[config.mk]
export PLATFORM = sky130hd
export DESIGN_NAME = eectl_top
export DESIGN_NICKNAME = d
export VERILOG_FILES = /design/src/rtl/eectl_pkg.sv /design/src/rtl/eectl_regs.sv /design/src/rtl/eectl_shift.sv /design/src/rtl/eectl_seq.sv /design/src/rtl/eectl_top.sv
export SDC_FILE = /design/constraint.sdc
export NUM_CORES = 1
export LEC_CHECK = 0
export ABC_AREA = 1
export BUFFER_PORTS_ARGS = -buffer_cell sky130_fd_sc_hd__buf_2
export CORE_MARGIN = 8
export CORE_UTILIZATION = 35
export CTS_CLUSTER_SIZE = 40
export DETAILED_ROUTE_END_ITERATION = 6
export PLACE_DENSITY = 0.46
export RECOVER_POWER = 25
export SYNTH_ARGS = -nofsm -noshare
export SYNTH_HDL_FRONTEND = slang
export SYNTH_SLANG_ARGS = --single-unit
[constraint.sdc]
create_clock -name clk -period 4.3 [get_ports clk]
set_input_delay 0 -clock clk [delete_from_list [all_inputs] [get_ports clk]]
set_output_delay 0 -clock clk [all_outputs]
set_load 0.02 [all_outputs]
[src/rtl/eectl_pkg.sv]
package eectl_pkg;

   typedef enum logic [1:0] {
      OPK_NONE  = 2'd0,
      OPK_WREN  = 2'd1,
      OPK_WRITE = 2'd2,
      OPK_WRDIS = 2'd3
   } op_kind_t;

   typedef enum logic [2:0] {
      S_IDLE  = 3'd0,
      S_SHIFT = 3'd1,
      S_GAP   = 3'd2,
      S_POLL  = 3'd3,
      S_TAIL  = 3'd4
   } seq_st_t;

   localparam logic [7:0] CODE_WREN  = 8'h01;
   localparam logic [7:0] CODE_WRITE = 8'h02;
   localparam logic [7:0] CODE_WRDIS = 8'h04;

   localparam logic [1:0] OFS_CTRL = 2'd0;
   localparam logic [1:0] OFS_ADDR = 2'd1;
   localparam logic [1:0] OFS_DLO  = 2'd2;
   localparam logic [1:0] OFS_DHI  = 2'd3;

   localparam int HDR_W  = 3;   // start bit plus two opcode bits
   localparam int WORD_W = 16;

endpackage

[src/rtl/eectl_regs.sv]
module eectl_regs
   import eectl_pkg::*;
#(
   parameter int ADDR_W = 6
) (
   input  logic              clk,
   input  logic              rst_n,
   input  logic              reg_wr,
   input  logic [1:0]        reg_addr,
   input  logic [7:0]        reg_wdata,
   output logic [7:0]        reg_rdata,
   input  logic              busy,
   input  logic              res_valid,
   input  op_kind_t          res_kind,
   input  logic              res_ok,
   output logic              launch,
   output op_kind_t          launch_kind,
   output logic              wen,
   output logic [ADDR_W-1:0] word_addr,
   output logic [WORD_W-1:0] word_data
);

   logic [7:0] addr_q, dlo_q, dhi_q;
   logic       wen_q, fail_q;
   logic       cmd_sel, blocked;
   op_kind_t   cmd_kind;

   always_comb begin
      case (reg_wdata)
         CODE_WREN:  cmd_kind = OPK_WREN;
         CODE_WRITE: cmd_kind = OPK_WRITE;
         CODE_WRDIS: cmd_kind = OPK_WRDIS;
         default:    cmd_kind = OPK_NONE;
      endcase
   end

   assign cmd_sel     = reg_wr && (reg_addr == OFS_CTRL) && !busy;
   assign launch      = cmd_sel && ((cmd_kind == OPK_WREN) || (cmd_kind == OPK_WRDIS) ||
                                    ((cmd_kind == OPK_WRITE) && wen_q));
   assign blocked     = cmd_sel && (cmd_kind == OPK_WRITE) && !wen_q;
   assign launch_kind = cmd_kind;

   always_ff @(posedge clk or negedge rst_n) begin
      if (!rst_n) begin
         addr_q <= '0;
         dlo_q  <= '0;
         dhi_q  <= '0;
      end else if (reg_wr) begin
         case (reg_addr)
            OFS_ADDR: addr_q <= reg_wdata;
            OFS_DLO:  dlo_q  <= reg_wdata;
            OFS_DHI:  dhi_q  <= reg_wdata;
            default:  ;
         endcase
      end
   end

   always_ff @(posedge clk or negedge rst_n) begin
      if (!rst_n) begin
         wen_q  <= 1'b0;
         fail_q <= 1'b0;
      end else begin
         if (blocked)
            fail_q <= 1'b1;
         else if (res_valid && (res_kind == OPK_WRITE))
            fail_q <= !res_ok;
         if (res_valid && (res_kind == OPK_WREN))
            wen_q <= 1'b1;
         else if (res_valid && (res_kind == OPK_WRDIS))
            wen_q <= 1'b0;
      end
   end

   always_comb begin
      case (reg_addr)
         OFS_CTRL: reg_rdata = {5'b0, wen_q, fail_q, busy};
         OFS_ADDR: reg_rdata = addr_q;
         OFS_DLO:  reg_rdata = dlo_q;
         default:  reg_rdata = dhi_q;
      endcase
   end

   assign wen       = wen_q;
   assign word_addr = addr_q[ADDR_W-1:0];
   assign word_data = {dhi_q, dlo_q};

   // a timed-out or failed write leaves the failure flag set
   assert_fail_on_timeout_R9: assert property (@(posedge clk) disable iff (!rst_n)
      (res_valid && (res_kind == OPK_WRITE) && !res_ok) |=> fail_q);

endmodule

[src/rtl/eectl_shift.sv]
module eectl_shift #(
   parameter int FRAME_W = 25,
   parameter int CLK_DIV = 50,
   parameter int NB_W    = $clog2(FRAME_W + 1)
) (
   input  logic               clk,
   input  logic               rst_n,
   input  logic               load,
   input  logic [FRAME_W-1:0] frame,
   input  logic [NB_W-1:0]    nbits,
   output logic               ee_sk,
   output logic               ee_di,
   output logic               done
);

   localparam int DIV_W = $clog2(CLK_DIV + 1);

   logic [FRAME_W-1:0] sreg;
   logic [NB_W-1:0]    left;
   logic [DIV_W-1:0]   hcnt;
   logic               sk_q, act;
   logic               half_end;

   assign half_end = (hcnt == DIV_W'(CLK_DIV - 1));
   assign done     = act && half_end && sk_q && (left == NB_W'(1));

   always_ff @(posedge clk or negedge rst_n) begin
      if (!rst_n) begin
         sreg <= '0;
         left <= '0;
         hcnt <= '0;
         sk_q <= 1'b0;
         act  <= 1'b0;
      end else if (load) begin
         sreg <= frame;
         left <= nbits;
         hcnt <= '0;
         sk_q <= 1'b0;
         act  <= 1'b1;
      end else if (act) begin
         if (half_end) begin
            hcnt <= '0;
            if (!sk_q) begin
               sk_q <= 1'b1;
            end else begin
               sk_q <= 1'b0;
               sreg <= sreg << 1;
               left <= left - NB_W'(1);
               if (left == NB_W'(1))
                  act <= 1'b0;
            end
         end else begin
            hcnt <= hcnt + DIV_W'(1);
         end
      end
   end

   assign ee_sk = sk_q;
   assign ee_di = act & sreg[FRAME_W-1];

   // data-in holds while the serial clock is high
   assert_di_hold_R5: assert property (@(posedge clk) disable iff (!rst_n)
      ($past(ee_sk) && ee_sk) |-> $stable(ee_di));

endmodule

[src/rtl/eectl_seq.sv]
module eectl_seq
   import eectl_pkg::*;
#(
   parameter int ADDR_W      = 6,
   parameter int CLK_DIV     = 50,
   parameter int TIMEOUT_CYC = 2500000,
   parameter int FRAME_W     = HDR_W + ADDR_W + WORD_W,
   parameter int NB_W        = $clog2(FRAME_W + 1)
) (
   input  logic               clk,
   input  logic               rst_n,
   input  logic               launch,
   input  op_kind_t           launch_kind,
   input  logic [ADDR_W-1:0]  word_addr,
   input  logic [WORD_W-1:0]  word_data,
   input  logic               sh_done,
   input  logic               do_ready,
   output logic               sh_load,
   output logic [FRAME_W-1:0] sh_frame,
   output logic [NB_W-1:0]    sh_nbits,
   output logic               ee_cs,
   output logic               busy,
   output logic               res_valid,
   output op_kind_t           res_kind,
   output logic               res_ok
);

   localparam int CMD_W   = HDR_W + ADDR_W;
   localparam int GAP_CYC = 2 * CLK_DIV;
   localparam int GAP_W   = $clog2(GAP_CYC + 1);
   localparam int TMO_W   = $clog2(TIMEOUT_CYC + 1);

   seq_st_t          st;
   op_kind_t         kind;
   logic             cs_q;
   logic [GAP_W-1:0] gcnt;
   logic [TMO_W-1:0] tmr;
   logic             gap_end, tmo;

   assign gap_end = (gcnt == GAP_W'(GAP_CYC - 1));
   assign tmo     = (tmr == TMO_W'(TIMEOUT_CYC - 1));

   always_comb begin
      sh_frame = '0;
      sh_nbits = NB_W'(CMD_W);
      case (launch_kind)
         OPK_WREN:
            sh_frame[FRAME_W-1 -: CMD_W] = {3'b100, 2'b11, {(ADDR_W-2){1'b0}}};
         OPK_WRITE: begin
            sh_frame = {3'b101, word_addr, word_data};
            sh_nbits = NB_W'(FRAME_W);
         end
         default:
            sh_frame[FRAME_W-1 -: CMD_W] = {3'b100, {ADDR_W{1'b0}}};
      endcase
   end

   assign sh_load = (st == S_IDLE) && launch;

   always_ff @(posedge clk or negedge rst_n) begin
      if (!rst_n) begin
         st   <= S_IDLE;
         kind <= OPK_NONE;
         cs_q <= 1'b0;
         gcnt <= '0;
         tmr  <= '0;
      end else begin
         case (st)
            S_IDLE:
               if (launch) begin
                  st   <= S_SHIFT;
                  cs_q <= 1'b1;
                  kind <= launch_kind;
               end
            S_SHIFT:
               if (sh_done) begin
                  st   <= S_GAP;
                  cs_q <= 1'b0;
                  gcnt <= '0;
               end
            S_GAP:
               if (gap_end) begin
                  gcnt <= '0;
                  if (kind == OPK_WRITE) begin
                     st   <= S_POLL;
                     cs_q <= 1'b1;
                     tmr  <= '0;
                  end else begin
                     st <= S_IDLE;
                  end
               end else begin
                  gcnt <= gcnt + GAP_W'(1);
               end
            S_POLL:
               if (do_ready || tmo) begin
                  st   <= S_TAIL;
                  cs_q <= 1'b0;
                  gcnt <= '0;
               end else begin
                  tmr <= tmr + TMO_W'(1);
               end
            S_TAIL:
               if (gap_end) st <= S_IDLE;
               else         gcnt <= gcnt + GAP_W'(1);
            default: st <= S_IDLE;
         endcase
      end
   end

   assign ee_cs     = cs_q;
   assign busy      = (st != S_IDLE);
   assign res_kind  = kind;
   assign res_ok    = (st == S_POLL) ? do_ready : 1'b1;
   assign res_valid = ((st == S_GAP) && gap_end && (kind != OPK_WRITE)) ||
                      ((st == S_POLL) && (do_ready || tmo));

   // the poll phase is only entered after the low gap that follows a write frame
   assert_poll_after_gap_R8: assert property (@(posedge clk) disable iff (!rst_n)
      ((st == S_POLL) && ($past(st) != S_POLL)) |-> ($past(st) == S_GAP) && !$past(cs_q));

endmodule

[src/rtl/eectl_top.sv]
module eectl_top
   import eectl_pkg::*;
#(
   parameter int ADDR_W      = 6,
   parameter int CLK_DIV     = 50,
   parameter int TIMEOUT_CYC = 2500000,
   parameter int SYNC_STAGES = 2
) (
   input  logic       clk,
   input  logic       rst_n,
   input  logic       reg_wr,
   input  logic [1:0] reg_addr,
   input  logic [7:0] reg_wdata,
   output logic [7:0] reg_rdata,
   output logic       ee_cs,
   output logic       ee_sk,
   output logic       ee_di,
   input  logic       ee_do
);

   localparam int FRAME_W = HDR_W + ADDR_W + WORD_W;
   localparam int NB_W    = $clog2(FRAME_W + 1);

   if (ADDR_W < 4 || ADDR_W > 8) begin : g_bad_addr_w
      $error("eectl_top: ADDR_W must lie in 4..8");
   end
   if (CLK_DIV < 1) begin : g_bad_div
      $error("eectl_top: CLK_DIV must be at least 1");
   end
   if (TIMEOUT_CYC < 2) begin : g_bad_tmo
      $error("eectl_top: TIMEOUT_CYC must be at least 2");
   end
   if (SYNC_STAGES < 0 || SYNC_STAGES > 4) begin : g_bad_sync
      $error("eectl_top: SYNC_STAGES must lie in 0..4");
   end

   logic               busy, launch, wen, res_valid, res_ok;
   logic               sh_load, sh_done, do_ready;
   op_kind_t           launch_kind, res_kind;
   logic [ADDR_W-1:0]  word_addr;
   logic [WORD_W-1:0]  word_data;
   logic [FRAME_W-1:0] sh_frame;
   logic [NB_W-1:0]    sh_nbits;

   if (SYNC_STAGES == 0) begin : g_no_sync
      assign do_ready = ee_do;
   end else begin : g_sync
      logic [SYNC_STAGES-1:0] sync_q;
      for (genvar i = 0; i < SYNC_STAGES; i++) begin : g_stage
         always_ff @(posedge clk or negedge rst_n) begin
            if (!rst_n)     sync_q[i] <= 1'b0;
            else if (i == 0) sync_q[i] <= ee_do;
            else            sync_q[i] <= sync_q[(i == 0) ? 0 : i-1];
         end
      end
      assign do_ready = sync_q[SYNC_STAGES-1];
   end

   eectl_regs #(.ADDR_W(ADDR_W)) u_regs (
      .clk, .rst_n, .reg_wr, .reg_addr, .reg_wdata, .reg_rdata,
      .busy, .res_valid, .res_kind, .res_ok,
      .launch, .launch_kind, .wen, .word_addr, .word_data
   );

   eectl_seq #(
      .ADDR_W(ADDR_W), .CLK_DIV(CLK_DIV), .TIMEOUT_CYC(TIMEOUT_CYC),
      .FRAME_W(FRAME_W), .NB_W(NB_W)
   ) u_seq (
      .clk, .rst_n, .launch, .launch_kind, .word_addr, .word_data,
      .sh_done, .do_ready, .sh_load, .sh_frame, .sh_nbits,
      .ee_cs, .busy, .res_valid, .res_kind, .res_ok
   );

   eectl_shift #(.FRAME_W(FRAME_W), .CLK_DIV(CLK_DIV), .NB_W(NB_W)) u_shift (
      .clk, .rst_n, .load(sh_load), .frame(sh_frame), .nbits(sh_nbits),
      .ee_sk, .ee_di, .done(sh_done)
   );

   // serial clock pulses only inside a chip-select window
   assert_sk_in_frame_R5: assert property (@(posedge clk) disable iff (!rst_n)
      ee_sk |-> ee_cs);

   // every chip-select rise happens while busy
   assert_cs_rise_busy_R6: assert property (@(posedge clk) disable iff (!rst_n)
      $rose(ee_cs) |-> busy);

   // a write with the enable latch clear never starts a frame
   assert_blocked_write_R7: assert property (@(posedge clk) disable iff (!rst_n)
      (reg_wr && (reg_addr == OFS_CTRL) && (reg_wdata == CODE_WRITE) && !busy && !wen)
      |=> (!busy && !ee_cs));

endmodule

==> impl_metrics.tcl <==
set metrics [dict create \
    drc 0 \
    synth.net_count 786 \
    path_delay_family "simple AND/OR/NAND/NOR gates" \
    synth_edf_count 0 \
    final_cell_mix "297 x nand2_1, 101 x dfrtp_1, 70 x nand3_1" \
    p_leak_uw 0.003097 \
    wire_per_inst_um 14.16 \
    diodes 0 \
    fin_area_um2 6206 \
    gp_congestion 0.8756 \
    boundaryPins 25 \
    r2r_setup_slack_ps 1670 \
    layout_commonest_cell "nand2_1" \
    synth-seq-area-share_pct 45.19 \
    crit_end "u_shift.left[4]" \
    multi_input_area_um2 2668 \
    dr.pass1.iters 5 \
    netlist_area_um2 5593 \
    synth_cells 763 \
    die_y_um 142.4 \
    max_stage_delay_ps 550 \
    crit_path_frequent_cell "inv_1" \
    hp-class "in2reg" \
    path_cells "dlygate4sd3_1 > buf_2 > inv_1 > nand2_1 > nor2_1 > nand2_1 > nand2_2 > inv_1 > ha_1 > nand3_2 > nand2_4 > nor2_4 > inv_2 > o21ai_0 > inv_1" \
    cp_max_fo 33 \
    cp.arrival_ps 3370 \
    die_w_um 142.4 \
    rsz0062_at_grt "false" \
    core_um2 15770 \
    max_slew_margin_pct -90.58 \
    power.density_nw_per_um2 318.4 \
    nets 806 \
    postCtsSetupBuffers 0 \
    final_hold_viol_count 0 \
    die_area_um2 20280 \
    critPathBufInv 6 \
    crit_cells 15 \
    seq_area_um2 2527 \
    report.power.total_uw 1976 \
    clock_path_buffers 2 \
    place_area_um2 5847 \
    startpoint "reg_wdata[7]" \
    ys.flop_type "dfrtp_1" \
    clkTransAtPathRegs_ps 80 \
    wl_mm 14.22 \
    layout-drive-gt1-share_pct 8.122 \
    cts.sinks 101 \
    grt_max_degree 54 \
    hold-worst-slack_ps 16.09 \
    vias 4861 \
    yosysWarningCount 0 \
    htreeDepth 3 \
    crit_path_end_kind "register" \
    cts_tree "yes" \
    cts_buffers 9 \
    ys_ff_latch 101 \
    cts_resized 0 \
    io_buffers 24 \
    violations "capacitance limit, slew limit" \
    setup-tns-final_ps 0 \
    syn_avg_cell_area_um2 7.330 \
    num-fill-cells 1680 \
    fin_util_pct 39.35 \
    async_flop_share_pct 100.0 \
    fin_crit_sh_pct 72.80 \
    required_ps 4540 \
    reg2reg_depth 8 \
    grt_pass1_wl_mm 24.29 \
    first_iter_violations 345 \
    gr-total-overflow 0 \
    crit_path_start_kind "input port" \
    period_minus_slack_ps 3130 \
    initial_core_util_pct 35.46 \
    max_cap_viol_count 1 \
    area_delta_synth_final_pct 10.96 \
    grt_pass1_vias 4800 \
    reg2reg_to "u_seq.tmr[21]" \
    status "finished, violations left" \
    dpl.hpwl_mm 10.07 \
    ir_worst_vdd_mv 0.1942 \
    drv_slew 50 \
    critical_path_class "in2reg" \
    r2r_start "u_seq.tmr[0]" \
    final.setup_skew_ps 10.50 \
    max_freq_ghz 0.3194 \
    rows 46 \
    vias_per_cell 4.842 \
    clk_latency_ps 350 \
    finalSetupViolations 0 \
    globalRouteTotalUtil_pct 15.10 \
    cts_root_buffer "clkbuf_16" \
    yosysUniqueCellTypes 34 \
    tightest_slew_ps 2859 \
    detail-route-antenna-nets 0 \
    antenna_found_initial 0 \
    crit_slowest_cell "nor2_4" \
]
-- cells by family (layout without fill, tap and decap cells) --
logic type	Yosys count	after routing	share of synthesized area, %
and+or+nand+nor	466	466	35.08
DFF	101	101	45.19
xor gates and xnor gates	13	13	2.036
buffers and inverters	90	115	7.114
AOI/OAI and AO/OA	84	84	8.568
adders and majority gates	9	9	2.013
-- where the power goes --
part | internal [uW] | total [uW] | switching (uW) | leakage, uW
combinational | 42.4 | 135 | 92.4 | 0.00162
sequential | 988 | 1030 | 38.4 | 0.00133
clock | 431 | 815 | 384 | 0.000144
-- cells in the mapped netlist (4+ instances only) --
master	instances	area share, %
a21oi_1	11	0.98
buf_6	4	0.81
nor2_4	4	0.81
o21bai_1	4	0.54
nand4_1	11	1.2
buf_2	6	0.54
ha_1	9	2.0
nand3_1	70	6.3
buf_4	6	0.81
clkbuf_1	7	0.47
o21ai_2	5	0.78
o21ai_1	6	0.54
nand2_2	5	0.56
nand2_1	297	20
inv_1	62	4.2
nor2_1	61	4.1
nor3_1	6	0.54
o21ai_0	49	4.4
dfrtp_1	101	45
xor2_1	9	1.4
xnor2_1	4	0.63
-- cell type report --
type                       instances  area share (%)
clock buffer                      11           4.073
clock inverter                     5          0.6653
inverter                          67           4.052
multi-input combinational        572           42.98
sequential                       101           40.73
tap                              216           4.355
timing repair buffer              32           3.145
-- metal layers --
| metal | share of wire [%] | global-route usage, % |
|---|---|---|
| met1 | 48 | 19.71 |
| met2 | 46 | 24.21 |
| met3 | 4.6 | 4.025 |
| met4 | 1.2 | 4.027 |
| met5 | 0 | 0 |
-- registers in the layout, summed over array words and instances, names as in the netlist --
register and flops:
u_shift.ee_sk 1, do_ready 1, u_seq.ee_cs 1, u_shift.left 5, g_sync.sync_q 1, u_regs.fail_q 1
u_seq.tmr 22, u_shift.sreg 25, u_regs.wen 1, u_seq.st 3, u_seq.gcnt 7, u_shift.hcnt 6
u_regs.addr_q 8, u_regs.dhi_q 8, u_shift.act 1, u_regs.dlo_q 8, u_seq.res_kind 2
-- worst min path at each step --
stage	startpoint	to	slack, ps	depth (start not counted)
3_5_place_dp	rst_n	u_seq.tmr[8]	80	1
4_1_cts	reg_wdata[3]	u_regs.dhi_q[3]	5	3
6_report	reg_wdata[1]	u_regs.dlo_q[1]	20	3
2_1_floorplan	rst_n	do_ready	-300	0
5_1_grt	reg_wdata[3]	u_regs.addr_q[3]	30	3
3_3_place_gp	rst_n	u_seq.tmr[8]	80	1
-- repair_timing --
action                     4_1_cts  5_1_grt
setup endpoints to repair        0        0
hold endpoints to repair        60        0
hold buffers                     7        0
-- per-stage QoR --
| step | setup WS (ps) | std cells |
|---|---|---|
| CTS | 1126 | 1004 |
| floorplan | 2616 | 763 |
| detailed placement | 1305 | 981 |
| finish | 1170 | 1004 |
| global placement | 1353 | 981 |
| global route | 602.3 | 1004 |
-- worst reg2reg max path: stages (launching register included) --
cell     delay (ps)
dfrtp_1         440
ha_1            340
nand3_1         170
nor2_1          120
nand3_1         160
nand2_2         140
nand2_2         290
inv_1           610
o21ai_0         210
(Power assumes the default switching activity.)
